`src/rtl/push_pkg.sv`:
```
package push_pkg;
  localparam int NREG     = 16;
  localparam int REG_IW   = $clog2(NREG);
  localparam int LIST_W   = 8;
  localparam int LINK_REG = 14;
  localparam int OPC_W    = 7;
  localparam logic [OPC_W-1:0] PUSH_OPC = 7'b1011010;
  localparam int CNT_W    = $clog2(NREG + 1);

  typedef enum logic [1:0] {
    ST_IDLE   = 2'd0,
    ST_RUN    = 2'd1,
    ST_COMMIT = 2'd2
  } seq_state_t;
endpackage

```
`src/rtl/push_decode.sv`:
```
module push_decode
  import push_pkg::*;
(
  input  logic [15:0]      word,
  output logic             hit,
  output logic [NREG-1:0]  mask,
  output logic [CNT_W-1:0] count
);
  localparam int OPC_LSB = 16 - OPC_W;

  assign hit = (word[15:OPC_LSB] == PUSH_OPC);

  always_comb begin
    mask = '0;
    mask[LIST_W-1:0] = word[LIST_W-1:0];
    mask[LINK_REG]   = word[LIST_W];
  end

  always_comb begin
    count = '0;
    for (int i = 0; i < NREG; i++) count = count + CNT_W'(mask[i]);
  end
endmodule

```
`src/rtl/lowbit_pick.sv`:
```
module lowbit_pick #(
  parameter int W  = 16,
  parameter int IW = $clog2(W)
) (
  input  logic [W-1:0]  vec,
  output logic [W-1:0]  onehot,
  output logic [IW-1:0] idx,
  output logic          any
);
  logic [W:0] seen;
  assign seen[0] = 1'b0;

  genvar g;
  generate
    for (g = 0; g < W; g++) begin : g_chain
      assign onehot[g]  = vec[g] & ~seen[g];
      assign seen[g+1]  = seen[g] | vec[g];
    end
  endgenerate

  assign any = seen[W];

  always_comb begin
    idx = '0;
    for (int i = 0; i < W; i++) if (onehot[i]) idx = IW'(i);
  end
endmodule

```
`src/rtl/push_sequencer.sv`:
```
module push_sequencer
  import push_pkg::*;
#(
  parameter int ADDR_W = 32,
  parameter int DATA_W = 32
) (
  input  logic              clk,
  input  logic              rst_n,
  input  logic              instr_valid,
  output logic              instr_ready,
  input  logic [15:0]       instr_word,
  input  logic              cond_pass,
  input  logic [ADDR_W-1:0] sp_in,
  output logic [REG_IW-1:0] rf_addr,
  input  logic [DATA_W-1:0] rf_data,
  output logic              mem_valid,
  input  logic              mem_ready,
  input  logic              mem_err,
  output logic [ADDR_W-1:0] mem_addr,
  output logic [DATA_W-1:0] mem_wdata,
  output logic              sp_we,
  output logic [ADDR_W-1:0] sp_wdata,
  output logic              busy,
  output logic              done,
  output logic              undef_instr,
  output logic              align_fault,
  output logic              mem_fault
);
  localparam int WORD_B = DATA_W / 8;

  seq_state_t        state;
  logic [NREG-1:0]   rem_mask;
  logic [ADDR_W-1:0] wr_addr;
  logic [ADDR_W-1:0] sp_next;

  logic              dec_hit;
  logic [NREG-1:0]   dec_mask;
  logic [CNT_W-1:0]  dec_count;
  logic [NREG-1:0]   pick_oh;
  logic [REG_IW-1:0] pick_idx;
  logic              pick_any;
  logic [ADDR_W-1:0] base_addr;
  logic [NREG-1:0]   rem_after;
  logic              accept;
  logic              take;

  push_decode u_dec (
    .word  (instr_word),
    .hit   (dec_hit),
    .mask  (dec_mask),
    .count (dec_count)
  );

  lowbit_pick #(.W(NREG), .IW(REG_IW)) u_pick (
    .vec    (rem_mask),
    .onehot (pick_oh),
    .idx    (pick_idx),
    .any    (pick_any)
  );

  assign base_addr   = sp_in - ADDR_W'(dec_count) * ADDR_W'(WORD_B);
  assign instr_ready = (state == ST_IDLE);
  assign accept      = instr_valid && instr_ready;
  assign busy        = (state != ST_IDLE);
  assign mem_valid   = (state == ST_RUN) && pick_any;
  assign mem_addr    = wr_addr;
  assign mem_wdata   = rf_data;
  assign rf_addr     = pick_idx;
  assign take        = mem_valid && mem_ready;
  assign rem_after   = rem_mask & ~pick_oh;
  assign sp_we       = (state == ST_COMMIT);
  assign done        = (state == ST_COMMIT);
  assign sp_wdata    = sp_next;

  always_ff @(posedge clk) begin
    if (!rst_n) begin
      state       <= ST_IDLE;
      rem_mask    <= '0;
      wr_addr     <= '0;
      sp_next     <= '0;
      undef_instr <= 1'b0;
      align_fault <= 1'b0;
      mem_fault   <= 1'b0;
    end else begin
      undef_instr <= 1'b0;
      align_fault <= 1'b0;
      mem_fault   <= 1'b0;
      case (state)
        ST_IDLE: begin
          if (accept && cond_pass && dec_hit) begin
            if (dec_count == '0) begin
              undef_instr <= 1'b1;
            end else if (sp_in[1:0] != 2'b00) begin
              align_fault <= 1'b1;
            end else begin
              state    <= ST_RUN;
              rem_mask <= dec_mask;
              wr_addr  <= base_addr;
              sp_next  <= base_addr;
            end
          end
        end
        ST_RUN: begin
          if (take) begin
            if (mem_err) begin
              mem_fault <= 1'b1;
              rem_mask  <= '0;
              state     <= ST_IDLE;
            end else begin
              rem_mask <= rem_after;
              wr_addr  <= wr_addr + ADDR_W'(WORD_B);
              if (rem_after == '0) state <= ST_COMMIT;
            end
          end
        end
        ST_COMMIT: state <= ST_IDLE;
        default:   state <= ST_IDLE;
      endcase
    end
  end

  p_hold_r9: assert property (@(posedge clk) disable iff (!rst_n)
    (mem_valid && !mem_ready) |=> (mem_valid && $stable(mem_addr) && $stable(mem_wdata)));

  p_word_aligned_r3: assert property (@(posedge clk) disable iff (!rst_n)
    mem_valid |-> (mem_addr[1:0] == 2'b00));

  p_rf_sel_r2: assert property (@(posedge clk) disable iff (!rst_n)
    mem_valid |-> ((rf_addr < REG_IW'(LIST_W)) || (rf_addr == REG_IW'(LINK_REG))));

  p_flags_excl_r7: assert property (@(posedge clk) disable iff (!rst_n)
    $onehot0({done, undef_instr, align_fault, mem_fault}));

  p_done_pulse_r5: assert property (@(posedge clk) disable iff (!rst_n)
    done |=> !done);

  p_abort_no_commit_r11: assert property (@(posedge clk) disable iff (!rst_n)
    mem_fault |-> (!sp_we && !mem_valid));

  p_commit_after_write_r5: assert property (@(posedge clk) disable iff (!rst_n)
    sp_we |-> $past(mem_valid && mem_ready && !mem_err));
endmodule

```
`config.mk`:
```
export PLATFORM = sky130hd
export DESIGN_NAME = push_sequencer
export DESIGN_NICKNAME = d
export VERILOG_FILES = /design/src/rtl/push_pkg.sv /design/src/rtl/push_decode.sv /design/src/rtl/lowbit_pick.sv /design/src/rtl/push_sequencer.sv
export SDC_FILE = /design/constraint.sdc
export NUM_CORES = 1
export LEC_CHECK = 0
export ABC_CLOCK_PERIOD_IN_PS = 10220
export BUFFER_PORTS_ARGS = -buffer_cell sky130_fd_sc_hd__buf_4
export CAP_MARGIN = 20
export CORE_ASPECT_RATIO = 0.5
export CORE_MARGIN = 4
export CORE_UTILIZATION = 30
export DETAILED_ROUTE_END_ITERATION = 8
export PLACE_DENSITY_LB_ADDON = 0.08
export SKIP_LAST_GASP = 1
export SLEW_MARGIN = 25
export SYNTH_ARGS = -nofsm -noshare
export SYNTH_HDL_FRONTEND = slang
export SYNTH_SLANG_ARGS = --single-unit
```
`constraint.sdc`:
```
create_clock -name clk -period 10.22 [get_ports clk]
set_input_delay 0.511 -clock clk [delete_from_list [all_inputs] [get_ports clk]]
set_output_delay 0.511 -clock clk [all_outputs]
set_load 0.01 [all_outputs]
```
==> results by group, run 1 <==
Status
  • Status: complete, no violations

STA
  • Final Cycle Share: 0.518
  • Max Slew Vio Count: 0
  • Slew margin rel.: 0.361
  • FMAX: roughly 190 MHz
  • Endpoints failing hold: 0
  • Hold WS: 0.426 ns
  • Slew @ Worst Pin: ~0.96 ns
  • RSZ-0062 raised after global routing: no
  • Min cycle time layout: ~5.3 ns
  • Post-Route Skew: approximately 0.012 ns
  • TNS Setup: 0 ns
  • Final setup viols: 0
  • Setup ws final: around 5 ns

Detailed routing
  • Routed Antenna Nets: 0
  • TritonRoute pass-1 iters: 5
  • Vias/cell: 5.40
  • DRT iter0 DRCs: about 410
  • Routed len/inst: approximately 19 µm
  • Final WL: about 19000 µm
  • # DRC: 0
  • Via count: 5552

Setup path
  • CP Launch Type: input pin
  • CP most frequent cell: fa_1
  • Nature of the critical path endpoint: flop
  • Crit-path cells: buf_4 > ha_1 > inv_1 > fa_1 > fa_1 > fa_1 > inv_1 > ha_1 > inv_1 > fa_1 > ha_1 > a221oi_1 > o21bai_2 > o31a_1 > o31ai_1 > nor2_1
  • CP arrival: approximately 5.5 ns
  • Critical path peak fanout: 13
  • Largest stage delay on the critical path: between 0.7 and 0.8 ns
  • Critical Path RT: around 10 ns
  • Crit path kind: in2reg
  • CP max-delay cell: a221oi_1

CTS
  • # Post-CTS Setup Buffers: 0
  • CTS Buffer Depth: 2
  • Sink Count: 85
  • Worst skew pair latency: roughly 0.35 ns
  • Post-CTS sizing: 0
  • Num CTS Buffers: 9
  • H-Tree Depth: 3
  • Root buf cell: clkbuf_16
  • CTS Hold Bufs: 0
  • Worst-path clk slew: approximately 0.060 ns
  • CTS tree: done

Die
  • Die width: roughly 200 µm
  • # IOs: just under 200
  • Die Y: just over 100 µm
  • Die area: between 0.02 and 0.025 mm²
  • Initial Util: 0.309
  • Core box area: between 0.015 and 0.02 mm²
  • Row count: 34

Cells and area
  • FF/Latch Area: 0.00170 mm²
  • Commonest cells after routing, fill and taps aside: buf_4 (133), dfxtp_1 (85), nand2_1 (76)
  • Area of the multi-input gates: 0.00321 mm²
  • Fin area: 0.00659 mm²
  • Layout cell share with drive strength beyond 1: 0.210
  • Post-layout util: 0.377
  • Antenna diodes: 0
  • Commonest non-fill, non-tap cell in the layout: buf_4
  • Nets: 892
  • Area growth, synth to finish: 22.2%
  • Finished Layout Cells: just over 1000
  • Final-layout fill cell count: between 1500 and 2000

Yosys
  • EDFF count, synth: 0
  • Syn avg cell area: 7.50 µm²
  • Area share of fa/ha/maj cells after synthesis: 0.0455
  • Multiplexer share of the synthesized area: 0
  • Synth Area in Compound Gates: 0.230
  • Post-Synthesis Cells: between 700 and 800
  • Largest family of logic cells by synthesized area: simple AND/OR/NAND/NOR gates
  • Register bit total from synthesis: 85
  • Xor and xnor area share after synthesis: 0.0422
  • Register area share after synthesis: 0.315
  • Ys flop type: dfxtp_1
  • Largest cells by area after synthesis: dfxtp_1 (32%), a21oi_1 (5.9%), nand2_1 (5.3%)
  • Ys async rst share: 0
  • Biggest area consumer among synthesized cells: dfxtp_1
  • Unique masters post-synth: 65
  • Mapped Nets: ~800
  • Synth Area in Simple Gates: 0.276
  • Ys Warns: 0
  • Syn Std Cell Area: between 0.005 and 0.006 mm²
  • Yosys top cell area share: 0.315

Global routing
  • Gr usage total: 0.188
  • Initial antenna violation count: 0
  • Via count of the first global-routing pass: ~5200
  • Grt ovf: 0
  • Largest net degree at the start of global routing: 49
  • First-pass GRT wire length: 29900 µm

Pwr
  • Maximum VDD drop: 0.0000716 V
  • Pwr/cell area: between 100 and 150 mW/mm²
  • Total power: 0.849 mW
  • LEAKAGE: 2.55 nW

Flow run
  • Maxcap violations: 0

Placed design
  • Post-placement setup slack: 4.45 ns
  • Port Buffers: roughly 130
  • GP Congestion: 0.856
  • Dpl cell area: between 0.006 and 0.007 mm²
  • Placed cell count: 1013
  • Detail Placement HPWL: about 14000 µm

Min path
  • Worst min path class: in2reg
==> area by class of cell <==
type	count	share of cell area
multi-input combinational	538	0.487
sequential	85	0.258
timing repair buffer	133	0.151
tap	234	0.0444
clock buffer	13	0.0395
inverter	23	0.0131
clock inverter	3	0.00664
==> where the power goes <==
part           internal (mW)  total, mW  switching [mW]  leakage, nW
Sequential             0.331      0.332        0.000239        0.684
Clock                  0.203      0.342           0.139        0.150
Combinational         0.0632      0.175           0.112         1.71
Total                  0.598      0.849           0.251         2.55
==> routing by layer <==
| layer | vias to the layer above | part of all wire | global-route usage |
|---|---|---|---|
| met5 | - | 0 | 0 |
| met4 | 0 | 0.011 | 0.0397 |
| met3 | 22 | 0.054 | 0.0411 |
| met2 | 145 | 0.45 | 0.297 |
| met1 | 2663 | 0.48 | 0.267 |
| li1 | 2722 | - | - |
==> worst paths after layout <==
kind                       end     startpoint  depth (start not counted)  slack [ns]
setup reg to reg   rem_mask[6]    rem_mask[0]                          6        6.94
setup / recovery  sp_wdata[27]  instr_word[0]                         16        4.93
hold / removal     rem_mask[4]  instr_word[4]                          3        0.43
hold reg to reg    sp_wdata[7]    sp_wdata[7]                          2        0.46
==> cell families after synthesis <==
family	count (synthesis)
DFF	85
AOI/OAI and AO/OA	200
and+or+nand+nor	296
adders and majority gates	16
xor gates and xnor gates	26
buffers and inverters	96
==> cells in the mapped netlist (all sizes together), types with 10 or more instances <==
cell type / number
clkbuf: 35
dfxtp: 85
o21ai: 58
xor2: 15
a21oi: 64
nor3: 41
a211oi: 15
inv: 22
nor4: 15
ha: 10
nand3: 19
nor2: 69
nand2: 76
buf: 38
and3: 14
xnor2: 11
==> sequential cells by signal (all words and copies together) (netlist names) <==
register / count
undef_instr: 1
mem_fault: 1
align_fault: 1
state: 2
sp_wdata: 32
rem_mask: 16
mem_addr: 32
==> worst max-delay path, delay by kind of cell <==
family,cells,cell delay (ns)
compound gates,4,1.88
simple gates,1,0.08
buf+inv,4,0.31
fa+ha+maj,7,2.70
(Power assumes the default switching activity.)
==> inputs of run 2 (changes only) <==
Settings changed: ABC_CLOCK_PERIOD_IN_PS 10220 to 5200.
Clock period 10.22 ns to 5.2 ns, I/O delays scaled along.
==> results by group, run 2 (synthesis results as in run 1) <==
Setup path
  • Critical Path RT: 5.46 ns (was 10.44 ns)
  • Internal reg-to-reg setup slack: 2.15 ns (was 6.94 ns)
  • Largest stage delay on the critical path: 0.51 ns (was 0.79 ns)
  • Reg2reg end: mem_addr[31] (was rem_mask[6])
  • Worst reg2reg startpoint: mem_addr[6] (was rem_mask[0])
  • CP Launch Type: input pin (unchanged)
  • Crit path kind: in2reg (unchanged)
  • Critical path peak fanout: 3 (was 13)
  • CP arrival: 4.87 ns (was 5.51 ns)
  • CP max-delay cell: fa_1 (was a221oi_1)
  • CP most frequent cell: fa_1 (unchanged)
  • Crit-path cells: buf_4 > ha_1 > inv_1 > fa_1 > fa_1 > fa_1 > inv_1 > ha_1 > inv_1 > fa_1 > fa_1 > o21ai_0 > o21ai_1 > nor4b_1 > nor3b_1 > xnor2_1 > a211oi_1 (was buf_4 > ha_1 > inv_1 > fa_1 > fa_1 > fa_1 > inv_1 > ha_1 > inv_1 > fa_1 > ha_1 > a221oi_1 > o21bai_2 > o31a_1 > o31ai_1 > nor2_1)
  • Reg2Reg Depth: 6 (unchanged)
  • Nature of the critical path endpoint: flop (unchanged)

STA
  • Max Slew Vio Count: 0 (unchanged)
  • Setup ws final: 0.586 ns (was 4.93 ns)
  • Post-Route Skew: 0.0122 ns (was 0.0125 ns)
  • Slew margin rel.: 0.338 (was 0.361)
  • FMAX: 217 MHz
  • Final setup viols: 0 (unchanged)
  • RSZ-0062 raised after global routing: no (unchanged)
  • Final Cycle Share: 0.887
  • Endpoints failing hold: 0 (unchanged)
  • Slew @ Worst Pin: 0.989 ns (was 0.955 ns)
  • Min cycle time layout: about 4.6 ns
  • TNS Setup: 0 ns (unchanged)

CTS
  • Root buf cell: clkbuf_16 (unchanged)
  • Worst-path clk slew: 0.07 ns (was 0.06 ns)
  • CTS Buffer Depth: 2 (unchanged)
  • # Post-CTS Setup Buffers: 0 (unchanged)
  • H-Tree Depth: 3 (unchanged)
  • CTS Hold Bufs: 0 (unchanged)
  • Sink Count: 85 (unchanged)
  • Worst skew pair latency: 0.35 ns (about the same)
  • CTS tree: done (unchanged)
  • Num CTS Buffers: 9 (unchanged)
  • Post-CTS sizing: 0 (unchanged)

Global routing
  • Gr usage total: 0.191 (was 0.188)
  • Initial antenna violation count: 0 (unchanged)
  • Via count of the first global-routing pass: 5413 (was 5201)
  • First-pass GRT wire length: 30300 µm (was 29900 µm)
  • Grt ovf: 0 (unchanged)
  • Largest net degree at the start of global routing: 49 (unchanged)

Die
  • Die area: 0.0203 mm² (unchanged)
  • # IOs: 194 (unchanged)
  • Row count: 34 (unchanged)
  • Core box area: 0.0175 mm² (unchanged)
  • Initial Util: 0.309 (unchanged)
  • Die Y: 103 µm (unchanged)
  • Die width: 198 µm (unchanged)

Detailed routing
  • Via count: 5580 (was 5552)
  • Routed len/inst: 18.7 µm (was 18.8 µm)
  • DRT iter0 DRCs: 310 (was 414)
  • # DRC: 0 (unchanged)
  • TritonRoute pass-1 iters: 5 (unchanged)
  • Final WL: 19600 µm (was 19300 µm)
  • Routed Antenna Nets: 0 (unchanged)
  • Vias/cell: 5.34 (was 5.40)

Cells and area
  • Area growth, synth to finish: 24.9% (was 22.2%)
  • Finished Layout Cells: 1045 (was 1029)
  • Nets: 908 (was 892)
  • Commonest non-fill, non-tap cell in the layout: buf_4 (unchanged)
  • Antenna diodes: 0 (unchanged)
  • Commonest cells after routing, fill and taps aside: buf_4 (147), dfxtp_1 (85), nand2_1 (76) (was buf_4 (133), dfxtp_1 (85), nand2_1 (76))
  • Post-layout util: 0.386 (was 0.377)
  • Layout cell share with drive strength beyond 1: 0.227 (was 0.210)

Placed design
  • Port Buffers: 129 (unchanged)
  • Post-placement setup slack: 0.286 ns (was 4.45 ns)
  • GP Congestion: 0.872 (was 0.856)
  • Placed cell count: 1029 (was 1013)
  • Detail Placement HPWL: 14600 µm (was 14300 µm)

Flow run
  • Maxcap violations: 0 (unchanged)

Status
  • Status: complete, no violations (unchanged)

Min path
  • Worst min path class: in2reg (unchanged)
  • Hold path endpoint: rem_mask[4] (unchanged)
  • Worst hold path depth: 3 (unchanged)
  • HP Start: instr_word[4] (unchanged)

Pwr
  • Pwr/cell area: 252 mW/mm² (was 129 mW/mm²)
  • LEAKAGE: 2.63 nW (was 2.55 nW)
  • Total power: 1.70 mW (was 0.849 mW)
  • Maximum VDD drop: 0.000144 V (was 0.0000716 V)
## run 2: cell types whose count changed in the layout (fill, tap and decap cells not counted), moves of 2 or more
cell,delta
buf_4,+14
clkinvlp_4,+3
buf_12,+2
clkbuf_1,-2
inv_6,+2
## run 2: metal layers
layer | up-vias | global-route usage | routed length (µm)
met5 | - | 0 | 0
met4 | 0 | 0.0518 | 324
met3 | 28 | 0.0343 | 877
met2 | 137 | 0.309 | 8870
met1 | 2680 | 0.266 | 9490
li1 | 2735 | - | -
## run 2: worst max path at each step
stage,slack [ns],cells past startpoint,startpoint,to
2_1_floorplan,0.63,16,instr_word[0],mem_addr[16]
3_3_place_gp,0.32,17,instr_word[0],sp_wdata[16]
3_5_place_dp,0.29,17,instr_word[0],sp_wdata[16]
4_1_cts,0.60,17,instr_word[0],sp_wdata[16]
5_1_grt,0.07,17,instr_word[0],sp_wdata[16]
6_report,0.59,17,instr_word[0],sp_wdata[16]
## run 2: report_power, final
| part | leakage (nW) | switching, mW | internal (mW) |
|---|---|---|---|
| Clock | 0.142 | 0.296 | 0.389 |
| Combinational | 1.80 | 0.215 | 0.144 |
| Sequential | 0.684 | 0.000478 | 0.651 |
| Total | 2.63 | 0.512 | 1.18 |
## run 2: per-stage QoR
step / instance area, µm² / hold slack (ns)
after floorplan: 5400 / 0.400
after global placement: 6430 / 0.444
after detailed placement: 6430 / 0.448
after CTS: 6740 / 0.164
after global routing: 6740 / 0.181
final: 6740 / 0.174
## run 2: cell type report
type / count / area [µm²]
clock buffers: 10 / 239
clock inverters: 6 / 70.1
fillers: 1867 / 10700
inverters: 23 / 86.3
multi-input cells: 538 / 3210
flip-flops and latches: 85 / 1700
well taps: 234 / 293
repair buffers: 149 / 1140
## run 2: worst max-delay path: cells and delay by family
family                   cells  cell delay (ns)
XOR/XNOR                     1             0.12
AND/OR/NAND/NOR              2             0.74
buffers and inverters        4             0.31
AO/OA/AOI/OAI                3             0.61
adder cells (fa/ha/maj)      7             2.84
